--- config.mk ---
export PLATFORM = sky130hd
export DESIGN_NAME = clkrate_core
export DESIGN_NICKNAME = d
export VERILOG_FILES = /design/src/rtl/clkrate_pkg.sv /design/src/rtl/clkrate_div.sv /design/src/rtl/clkrate_pll.sv /design/src/rtl/clkrate_tap.sv /design/src/rtl/clkrate_core.sv
export SDC_FILE = /design/constraint.sdc
export NUM_CORES = 2
export LEC_CHECK = 0
export BUFFER_PORTS_ARGS = -buffer_cell sky130_fd_sc_hd__buf_2
export CORE_ASPECT_RATIO = 1.75
export CORE_MARGIN = 5
export CORE_UTILIZATION = 26
export CTS_BUF_LIST = sky130_fd_sc_hd__clkbuf_8 sky130_fd_sc_hd__clkbuf_16
export DETAILED_ROUTE_END_ITERATION = 16
export PLACE_DENSITY = 0.43
export REMOVE_ABC_BUFFERS = 1
export SLEW_MARGIN = 20
export SYNTH_ARGS = -nofsm -noshare
export SYNTH_HDL_FRONTEND = slang
export SYNTH_SLANG_ARGS = --single-unit
--- constraint.sdc ---
create_clock -name clk -period 7.5 [get_ports clk]
set_input_delay 1.5 -clock clk [delete_from_list [all_inputs] [get_ports clk]]
set_output_delay 1.5 -clock clk [all_outputs]
set_load 0.01 [all_outputs]
--- src/rtl/clkrate_pkg.sv ---
package clkrate_pkg;
  // PLL control word fields
  localparam int PLL_RST_BIT = 0;
  localparam int PLL_PD_BIT  = 1;
  localparam int PLL_BYP_BIT = 4;
  localparam int MULT_LSB    = 12;
  localparam int MULT_W      = 7;
  // peripheral control word fields
  localparam int SEL_LSB     = 4;
  localparam int DIV_LSB     = 8;
  localparam int DIV_W       = 6;
  localparam int NUM_PLL     = 3;   // 0 = IO, 1 = ARM, 2 = DDR
  localparam int NUM_OUT     = 2;

  typedef enum logic [1:0] {ST_IDLE, ST_LOAD, ST_WAIT, ST_OUT} seq_t;
endpackage

--- src/rtl/clkrate_div.sv ---
// Restoring serial divider, one quotient bit per cycle.
module clkrate_div #(
  parameter int W  = 64,
  parameter int DW = 8
) (
  input  logic          clk,
  input  logic          rst,
  input  logic          start,
  input  logic [W-1:0]  dividend,
  input  logic [DW-1:0] divisor,
  output logic [W-1:0]  quotient,
  output logic          done
);
  localparam int CNTW = $clog2(W + 1);

  logic [CNTW-1:0] cnt;
  logic [DW-1:0]   rem;
  logic [DW-1:0]   dvs;
  logic            busy;
  logic [DW:0]     trial;
  logic            fits;

  assign trial    = {rem, quotient[W-1]};
  assign fits     = (trial >= {1'b0, dvs});

  always_ff @(posedge clk) begin
    if (rst) begin
      cnt      <= '0;
      rem      <= '0;
      dvs      <= '0;
      busy     <= 1'b0;
      done     <= 1'b0;
      quotient <= '0;
    end else begin
      done <= 1'b0;
      if (start) begin
        quotient <= dividend;
        dvs      <= divisor;
        rem      <= '0;
        cnt      <= CNTW'(W);
        busy     <= 1'b1;
      end else if (busy) begin
        rem      <= fits ? DW'(trial - {1'b0, dvs}) : trial[DW-1:0];
        quotient <= {quotient[W-2:0], fits};
        cnt      <= cnt - 1'b1;
        if (cnt == CNTW'(1)) begin
          busy <= 1'b0;
          done <= 1'b1;
        end
      end
    end
  end
endmodule

--- src/rtl/clkrate_pll.sv ---
// Applies the PLL override bits to a divided period.
module clkrate_pll #(
  parameter int PW     = 64,
  parameter int CTRL_W = 32
) (
  input  logic [PW-1:0]     src,
  input  logic [CTRL_W-1:0] ctrl,
  input  logic [PW-1:0]     quot,
  output logic [PW-1:0]     out
);
  import clkrate_pkg::*;

  always_comb begin
    if (ctrl[PLL_BYP_BIT])
      out = src;
    else if (ctrl[PLL_RST_BIT] || ctrl[PLL_PD_BIT])
      out = '0;
    else
      out = quot;
  end
endmodule

--- src/rtl/clkrate_tap.sv ---
// Source select, divisor scaling and gating for one peripheral output.
module clkrate_tap #(
  parameter int PW     = 64,
  parameter int CTRL_W = 32,
  parameter int EN_BIT = 0
) (
  input  logic [PW-1:0]     io_p,
  input  logic [PW-1:0]     arm_p,
  input  logic [PW-1:0]     ddr_p,
  input  logic [CTRL_W-1:0] ctrl,
  output logic [PW-1:0]     out
);
  import clkrate_pkg::*;

  logic [1:0]       sel;
  logic [DIV_W-1:0] dv;
  logic [PW-1:0]    dv_eff;
  logic [PW-1:0]    pick;

  assign sel    = ctrl[SEL_LSB +: 2];
  assign dv     = ctrl[DIV_LSB +: DIV_W];
  assign dv_eff = (dv == '0) ? PW'(1) : PW'(dv);

  always_comb begin
    case (sel)
      2'd2:    pick = arm_p;
      2'd3:    pick = ddr_p;
      default: pick = io_p;
    endcase
  end

  assign out = ctrl[EN_BIT] ? pick * dv_eff : '0;
endmodule

--- src/rtl/clkrate_core.sv ---
module clkrate_core #(
  parameter int PW     = 64,
  parameter int CTRL_W = 32
) (
  input  logic              clk,
  input  logic              rst,
  input  logic              hold,
  input  logic              recalc,
  input  logic [PW-1:0]     ref_period,
  input  logic [CTRL_W-1:0] pll_io_ctrl,
  input  logic [CTRL_W-1:0] pll_arm_ctrl,
  input  logic [CTRL_W-1:0] pll_ddr_ctrl,
  input  logic [CTRL_W-1:0] per_ctrl,
  output logic [PW-1:0]     ref0_period,
  output logic [PW-1:0]     ref1_period,
  output logic              valid
);
  import clkrate_pkg::*;

  localparam int DVW = MULT_W + 1;

  seq_t              state;
  logic [1:0]        idx;
  logic              kick;
  logic [PW-1:0]     last_ref;
  logic              last_hold;
  logic [PW-1:0]     src_q;
  logic [CTRL_W-1:0] pctl_q [NUM_PLL];
  logic [CTRL_W-1:0] per_q;
  logic [PW-1:0]     quot_q [NUM_PLL];
  logic [PW-1:0]     pll_p  [NUM_PLL];
  logic [PW-1:0]     tap_p  [NUM_OUT];
  logic              trigger;
  logic [MULT_W-1:0] mfield;
  logic [DVW-1:0]    div_by;
  logic [PW-1:0]     div_q;
  logic              div_done;

  assign trigger = kick | recalc | (ref_period != last_ref) | (hold != last_hold);
  assign mfield  = pctl_q[idx][MULT_LSB +: MULT_W];
  assign div_by  = (mfield == '0) ? DVW'(1 << MULT_W) : DVW'(mfield);

  clkrate_div #(.W(PW), .DW(DVW)) u_div (
    .clk      (clk),
    .rst      (rst),
    .start    (state == ST_LOAD),
    .dividend (src_q),
    .divisor  (div_by),
    .quotient (div_q),
    .done     (div_done)
  );

  for (genvar g = 0; g < NUM_PLL; g++) begin : g_pll
    clkrate_pll #(.PW(PW), .CTRL_W(CTRL_W)) u_pll (
      .src  (src_q),
      .ctrl (pctl_q[g]),
      .quot (quot_q[g]),
      .out  (pll_p[g])
    );
  end

  for (genvar g = 0; g < NUM_OUT; g++) begin : g_tap
    clkrate_tap #(.PW(PW), .CTRL_W(CTRL_W), .EN_BIT(g)) u_tap (
      .io_p  (pll_p[0]),
      .arm_p (pll_p[1]),
      .ddr_p (pll_p[2]),
      .ctrl  (per_q),
      .out   (tap_p[g])
    );
  end

  always_ff @(posedge clk) begin
    if (rst) begin
      state       <= ST_IDLE;
      idx         <= '0;
      kick        <= 1'b1;
      last_ref    <= '0;
      last_hold   <= 1'b0;
      src_q       <= '0;
      per_q       <= '0;
      ref0_period <= '0;
      ref1_period <= '0;
      valid       <= 1'b0;
      for (int i = 0; i < NUM_PLL; i++) begin
        pctl_q[i] <= '0;
        quot_q[i] <= '0;
      end
    end else begin
      kick <= 1'b0;
      if (trigger) begin
        last_ref  <= ref_period;
        last_hold <= hold;
        src_q     <= hold ? '0 : ref_period;
        pctl_q[0] <= pll_io_ctrl;
        pctl_q[1] <= pll_arm_ctrl;
        pctl_q[2] <= pll_ddr_ctrl;
        per_q     <= per_ctrl;
        idx       <= '0;
        valid     <= 1'b0;
        state     <= ST_LOAD;
      end else begin
        case (state)
          ST_LOAD: state <= ST_WAIT;
          ST_WAIT: if (div_done) begin
            quot_q[idx] <= div_q;
            if (idx == 2'(NUM_PLL - 1)) begin
              state <= ST_OUT;
            end else begin
              idx   <= idx + 1'b1;
              state <= ST_LOAD;
            end
          end
          ST_OUT: begin
            ref0_period <= tap_p[0];
            ref1_period <= tap_p[1];
            valid       <= 1'b1;
            state       <= ST_IDLE;
          end
          default: state <= ST_IDLE;
        endcase
      end
    end
  end
endmodule

Word-level counts from Yosys, hierarchy flattened

Memory sizes are Yosys's and may differ from the RTL's. A register that Yosys moved wholly into a read port is not among the register bits.
Index checks and enable logic that the tools add are counted.

Bits in registers: 366
Memory bits (writable): 288
Input bits: 196
Output and inout bits: 129
Word-level logic and storage cells: 100
Memories kept: 2

Add/sub/neg operators: 3
Multipliers: 1
Magnitude comparators: 1
Eq/ne operators: 11
Mux-type cells: 43
Bitwise gates (word level): 9
Reduce and logical (&&, ||, !) cells: 12

Memories:

| memory | words | bits a word | read ports | clocked after memory_dff | wr ports | line               | RTL |
|---|---|---|---|---|---|---|---|
| quot_q | 3     | 64          | 3          | 0                        | 3        | clkrate_core.sv:30 | `logic [PW-1:0] quot_q [NUM_PLL];` |
| pctl_q | 3     | 32          | 4          | 1                        | 3        | clkrate_core.sv:28 | `logic [CTRL_W-1:0] pctl_q [NUM_PLL];` |

Operators with widths:

| kind                | number |
|---|---|
| $mux 64             | 12 |
| $pmux 64 s2         | 1 |
| $mux 32             | 3 |
| $mul 64x64->64      | 1 |
| $ne 64x64->1        | 1 |
| $reduce_or 64->1    | 1 |
| $mux 1              | 16 |
| $mux 8              | 2 |
| $mux 7              | 2 |
| $eq 2x2->1 const B  | 5 |
| $mux 2              | 5 |
| $ge 9x8->1          | 1 |
| $sub 8x8->8         | 1 |
| $eq 7x1->1 const B  | 1 |
| $logic_not 7->1     | 1 |
| $sub 7x1->7 const B | 1 |
| $logic_not 6->1     | 1 |
| $mux 6              | 1 |
| $or 1x1->1          | 6 |
| $pmux 2 s2          | 1 |
| $reduce_or 2->1     | 2 |
| $logic_or 1x1->1    | 3 |
| $ne 3x2->1 const B  | 1 |
| $not 1->1           | 3 |
| 8 further kinds     | 8 |

Depth between registers and ports, before layout

Word-level depth: 8
Depth in mapped cells: 23
Gate-level depth less buffers: 20

By module

From an unflattened synthesis, not the netlist that was laid out.

Cells, all modules: 6568
Area, all modules: 57659.0 um^2

By module, submodules not included:

| module                       | times used | cells each | area an instance (um^2) | seq. area each (um^2) |
|---|---|---|---|---|
| clkrate_core                 | 1          | 2033       | 23010.8                 | 14594.0 |
| clkrate_tap (g_tap[0].u_tap) | 1          | 1767       | 13490.4                 | 0.0 |
| clkrate_tap (g_tap[1].u_tap) | 1          | 1792       | 13426.6                 | 0.0 |
| clkrate_div                  | 1          | 529        | 4360.4                  | 1781.7 |
| clkrate_pll                  | 3          | 149        | 1123.6                  | 0.0 |

Least setup slack after synthesis

Ideal clock, no wire load.

Path kind: register to register
Start: mem pctl_q[0][4]
End: reg ref0_period[61]
Library setup time: 0.122 ns
Data arrival time: 5.818 ns
Data required time: 7.378 ns
Setup slack: 1.560 ns
Stages on the path, launching flop included: 22
Path buffers: 3
Period minus slack after synthesis: 5.940 ns
Cell sequence: edfxtp_1 nor3_2 clkbuf_1 buf_1 a221oi_1 nor4_1 fa_1 fa_1 inv_1 fa_1 inv_1 ha_1 clkbuf_1 a21oi_1 o211ai_1 a41oi_1 a2111oi_0 nor3_1 a31oi_1 a211oi_1 mux2i_1 nand3_1

RTL lines:

| item                 | line                | RTL |
|---|---|---|
| start, declared      | clkrate_core.sv:28  |  |
| end signal, assigned | clkrate_core.sv:114 | `ref0_period <= tap_p[0];` |
| end, declared        | clkrate_core.sv:14  | `output logic [PW-1:0] ref0_period,` |

Final worst setup path

Start: reg per_q[4]
End: reg ref1_period[61]

Word-level cells in the longest chain between the ends: 4
Elaborated cells between the ends (all ways): 5
Those cells by class: mul (1); eq/ne (2); mux (2)

Ends and longest elaborated chain:

| item                   | line                | RTL |
|---|---|---|
| start, declared        | clkrate_core.sv:29  | `logic [CTRL_W-1:0] per_q;` |
| start signal, assigned | clkrate_core.sv:97  | `per_q <= per_ctrl;` |
| $eq 2x2->1             | clkrate_tap.sv:25   | `case (sel)` |
| $pmux 64 s2 (*)        | clkrate_tap.sv:25   |  |
| $mul 64x64->64 (*)     | clkrate_tap.sv:32   | `assign out = ctrl[EN_BIT] ? pick * dv_eff : '0;` |
| $mux 64 (*)            | clkrate_tap.sv:32   |  |
| end signal, assigned   | clkrate_core.sv:115 | `ref1_period <= tap_p[1];` |
| end, declared          | clkrate_core.sv:15  | `output logic [PW-1:0] ref1_period,` |

Mark *: on every way between the ends. The rest lies on a longest branch, timed or not.
A chain may end at the register's enable or synchronous reset.

==> impl_metrics.tcl <==
set metrics [dict create \
    status "finished, final reports clean" \
    clock.fmax_mhz 141.8 \
    drc 0 \
    postSynthAreaPerCell_um2 9.543 \
    grt_pass1_vias 29510 \
    synth-edff-count 222 \
    dieHeight_um 505.2 \
    coreArea_um2 139100 \
    crit_path_start "per_q[4]" \
    timing.hold.ws_ps 444.6 \
    worst_slack_ps 447.0 \
    cts_sinks 586 \
    die_w_um 293.0 \
    cp-endpoint "ref1_period[61]" \
    syn2layout_area_growth_pct 14.60 \
    fp-row-count 181 \
    layout_common_cells "362 x dfxtp_1, 360 x inv_1, 321 x nor2_1" \
    synthArstFlopShare 0 \
    io_pins 325 \
    pre_cts_slack_ps 259.4 \
    grt_start_max_net_pins 98 \
    crit_arrival_ps 7630 \
    drv_cap 0 \
    holdBufCountCts 0 \
    cts_buffers 61 \
    die_area_um2 148000 \
    maxSlewHeadroom 0.2857 \
    cts_root_buffer "clkbuf_16" \
    finalHoldViolations 0 \
    tightestPinTransition_ps 1062 \
    final_area_um2 41750 \
    synthFlopType "dfxtp_1" \
    r2r-start "per_q[4]" \
    htree_levels 2 \
    design_power_total_mw 8.834 \
    synth_seq_cells 586 \
    netlist_instances 3817 \
    io_buffers 236 \
    ys_types 72 \
    post-synth-top-area-cell "dfxtp_1" \
    detail-route-antenna-nets 0 \
    r2r_end "ref1_period[61]" \
    rsz0062_at_grt "no" \
    slew_violations 0 \
    cts_tree "built" \
    netlist_area_um2 36430 \
    cts_max_path_buffers 3 \
    hpwl_mm 92.70 \
    p_per_area_nw_per_um2 211.6 \
    peakVddDrop_v 0.0001930 \
    cp_max_fo 25 \
    r2r_setup_slack_ps 450 \
    crit_path_end_kind "flip-flop" \
    synth.top_cells.by_area "dfxtp_1 20%, edfxtp_1 18%, fa_1 13%, a221oi_1 4.6%, and3_1 3.9%" \
    viasPerCell 4.905 \
    placed_cell_area_um2 39760 \
    dr.pass1.iters 7 \
    yosys_warnings 0 \
    wirelength_mm 124.0 \
    period_share 0.9404 \
    cp.required_ps 8080 \
    start_util 0.2620 \
    antenna_found_initial 10 \
    clk_latency_ps 690 \
    drive_gt1_frac 0.1145 \
    reg2regPathDepth 21 \
    clk_pin_slew_ps 70 \
    routabilityCongestion 0.8496 \
    ys_seq_area_frac 0.3830 \
    hp-class "flip-flop to flip-flop" \
    num_vias 28540 \
    finalClockSkew_ps 47.76 \
    min_period_ps 7053 \
    routedWlPerCell_um 21.31 \
    setup_viol 0 \
    worst-setup-path-type "flip-flop to flip-flop" \
    fin_nets 4449 \
    grt.overflow.total 0 \
    p_leak_nw 17.57 \
    synth_top_area_frac 0.2000 \
    first_iter_violations 1382 \
    grt_pass1_wl_mm 187.0 \
    min_from "ref0_period[41]" \
    layout_commonest_cell "dfxtp_1" \
    start_kind "flip-flop" \
    grt_usage 0.1623 \
]
state kept, by name, indices dropped and copies added, names as in the netlist, 10 cells and up, named ones only:
register and cells:
per_q 10, pctl_q 30, ref1_period 64, src_q 64
ref0_period 64, u_div.quotient 64, quot_q 192, last_ref 64
area by class of cell:
type | instances | area, um2
clock buffer | 64 | 1579
tap | 1830 | 2290
timing repair buffer | 326 | 1978
inverter | 347 | 1303
antenna | 6 | 15.01
multi-input combinational | 2610 | 20240
sequential | 586 | 13960
clock inverter | 50 | 385.4
fill | 14680 | 97300
critical path, cell delays in order (launching register included):
cell	delay [ps]
dfxtp_1	370
nand2b_2	580
buf_4	350
a221oi_1	440
nor3_1	200
and2_1	230
fa_1	490
fa_1	490
inv_1	40
fa_1	470
inv_1	40
ha_1	350
a21oi_1	310
o211ai_1	180
a41oi_1	490
a2111oi_0	250
nor3_1	560
a31oi_1	380
a211oi_1	300
buf_4	160
mux2i_1	190
nand3_1	90
synth_stat cells (28+ instances only):
| cell type | count |
|---|---|
| a21o_1 | 31 |
| a21oi_1 | 182 |
| a221oi_1 | 191 |
| a22o_1 | 80 |
| a22oi_1 | 55 |
| and2_1 | 195 |
| and3_1 | 225 |
| clkbuf_1 | 246 |
| dfxtp_1 | 364 |
| edfxtp_1 | 222 |
| fa_1 | 238 |
| ha_1 | 83 |
| inv_1 | 345 |
| mux2i_1 | 93 |
| nand2_1 | 150 |
| nand3_1 | 35 |
| nand4_1 | 28 |
| nor2_1 | 325 |
| nor2b_1 | 87 |
| nor3_1 | 83 |
| nor4_1 | 176 |
| o21ai_0 | 78 |
| xnor2_1 | 54 |
| xor2_1 | 47 |
what timing repair did:
item                                    CTS  global route
endpoints found under the setup margin    0             2
gates resized for setup                   0             1
setup buffers                             0             0
worst min path at each step:
stage / to / slack, ps / depth (start not counted)
3_3_place_gp: ref0_period[60] / 440 / 2
2_1_floorplan: u_div.dvs[6] / 450 / 2
5_1_grt: ref0_period[13] / 460 / 2
6_report: ref0_period[41] / 440 / 2
4_1_cts: ref0_period[41] / 450 / 2
3_5_place_dp: ref0_period[41] / 440 / 2
report_power, final:
group / leakage, nW / total (mW) / internal (mW) / switching (mW)
sequential: 5.14 / 3.49 / 3.41 / 0.0798
clock: 1.02 / 3.07 / 1.64 / 1.43
combinational: 11.4 / 2.27 / 0.785 / 1.49
metrics by stage:
step                instances  utilization  TNS (ps)
floorplan                3543            -  -2795660
global placement         5699       0.2859         0
detailed placement       5699       0.2859         0
CTS                      5813       0.3001         0
global route             5815       0.3002         0
finish                   5819       0.3002         0
cells by family (layout without fill, tap and decap cells):
| group | Yosys count | count (layout) | synth area share |
|---|---|---|---|
| DFF | 586 | 586 | 0.3830 |
| muxes | 95 | 95 | 0.02617 |
| adders and majority gates | 321 | 321 | 0.1593 |
| AOI/OAI and AO/OA | 734 | 734 | 0.1437 |
| xor gates and xnor gates | 102 | 102 | 0.02490 |
| buffers and inverters | 621 | 787 | 0.06433 |
| and+or+nand+nor | 1358 | 1358 | 0.1985 |
| other | 0 | 6 | 0 |
routing by layer:
metal	track usage	vias to the layer above	wire (um)
li1	-	13810	-
met1	0.2029	13860	53200
met2	0.2910	684	61990
met3	0.01704	180	4520
met4	0.05413	6	4237
met5	0	-	40
Note: power is estimated with default switching activity, not from simulation.
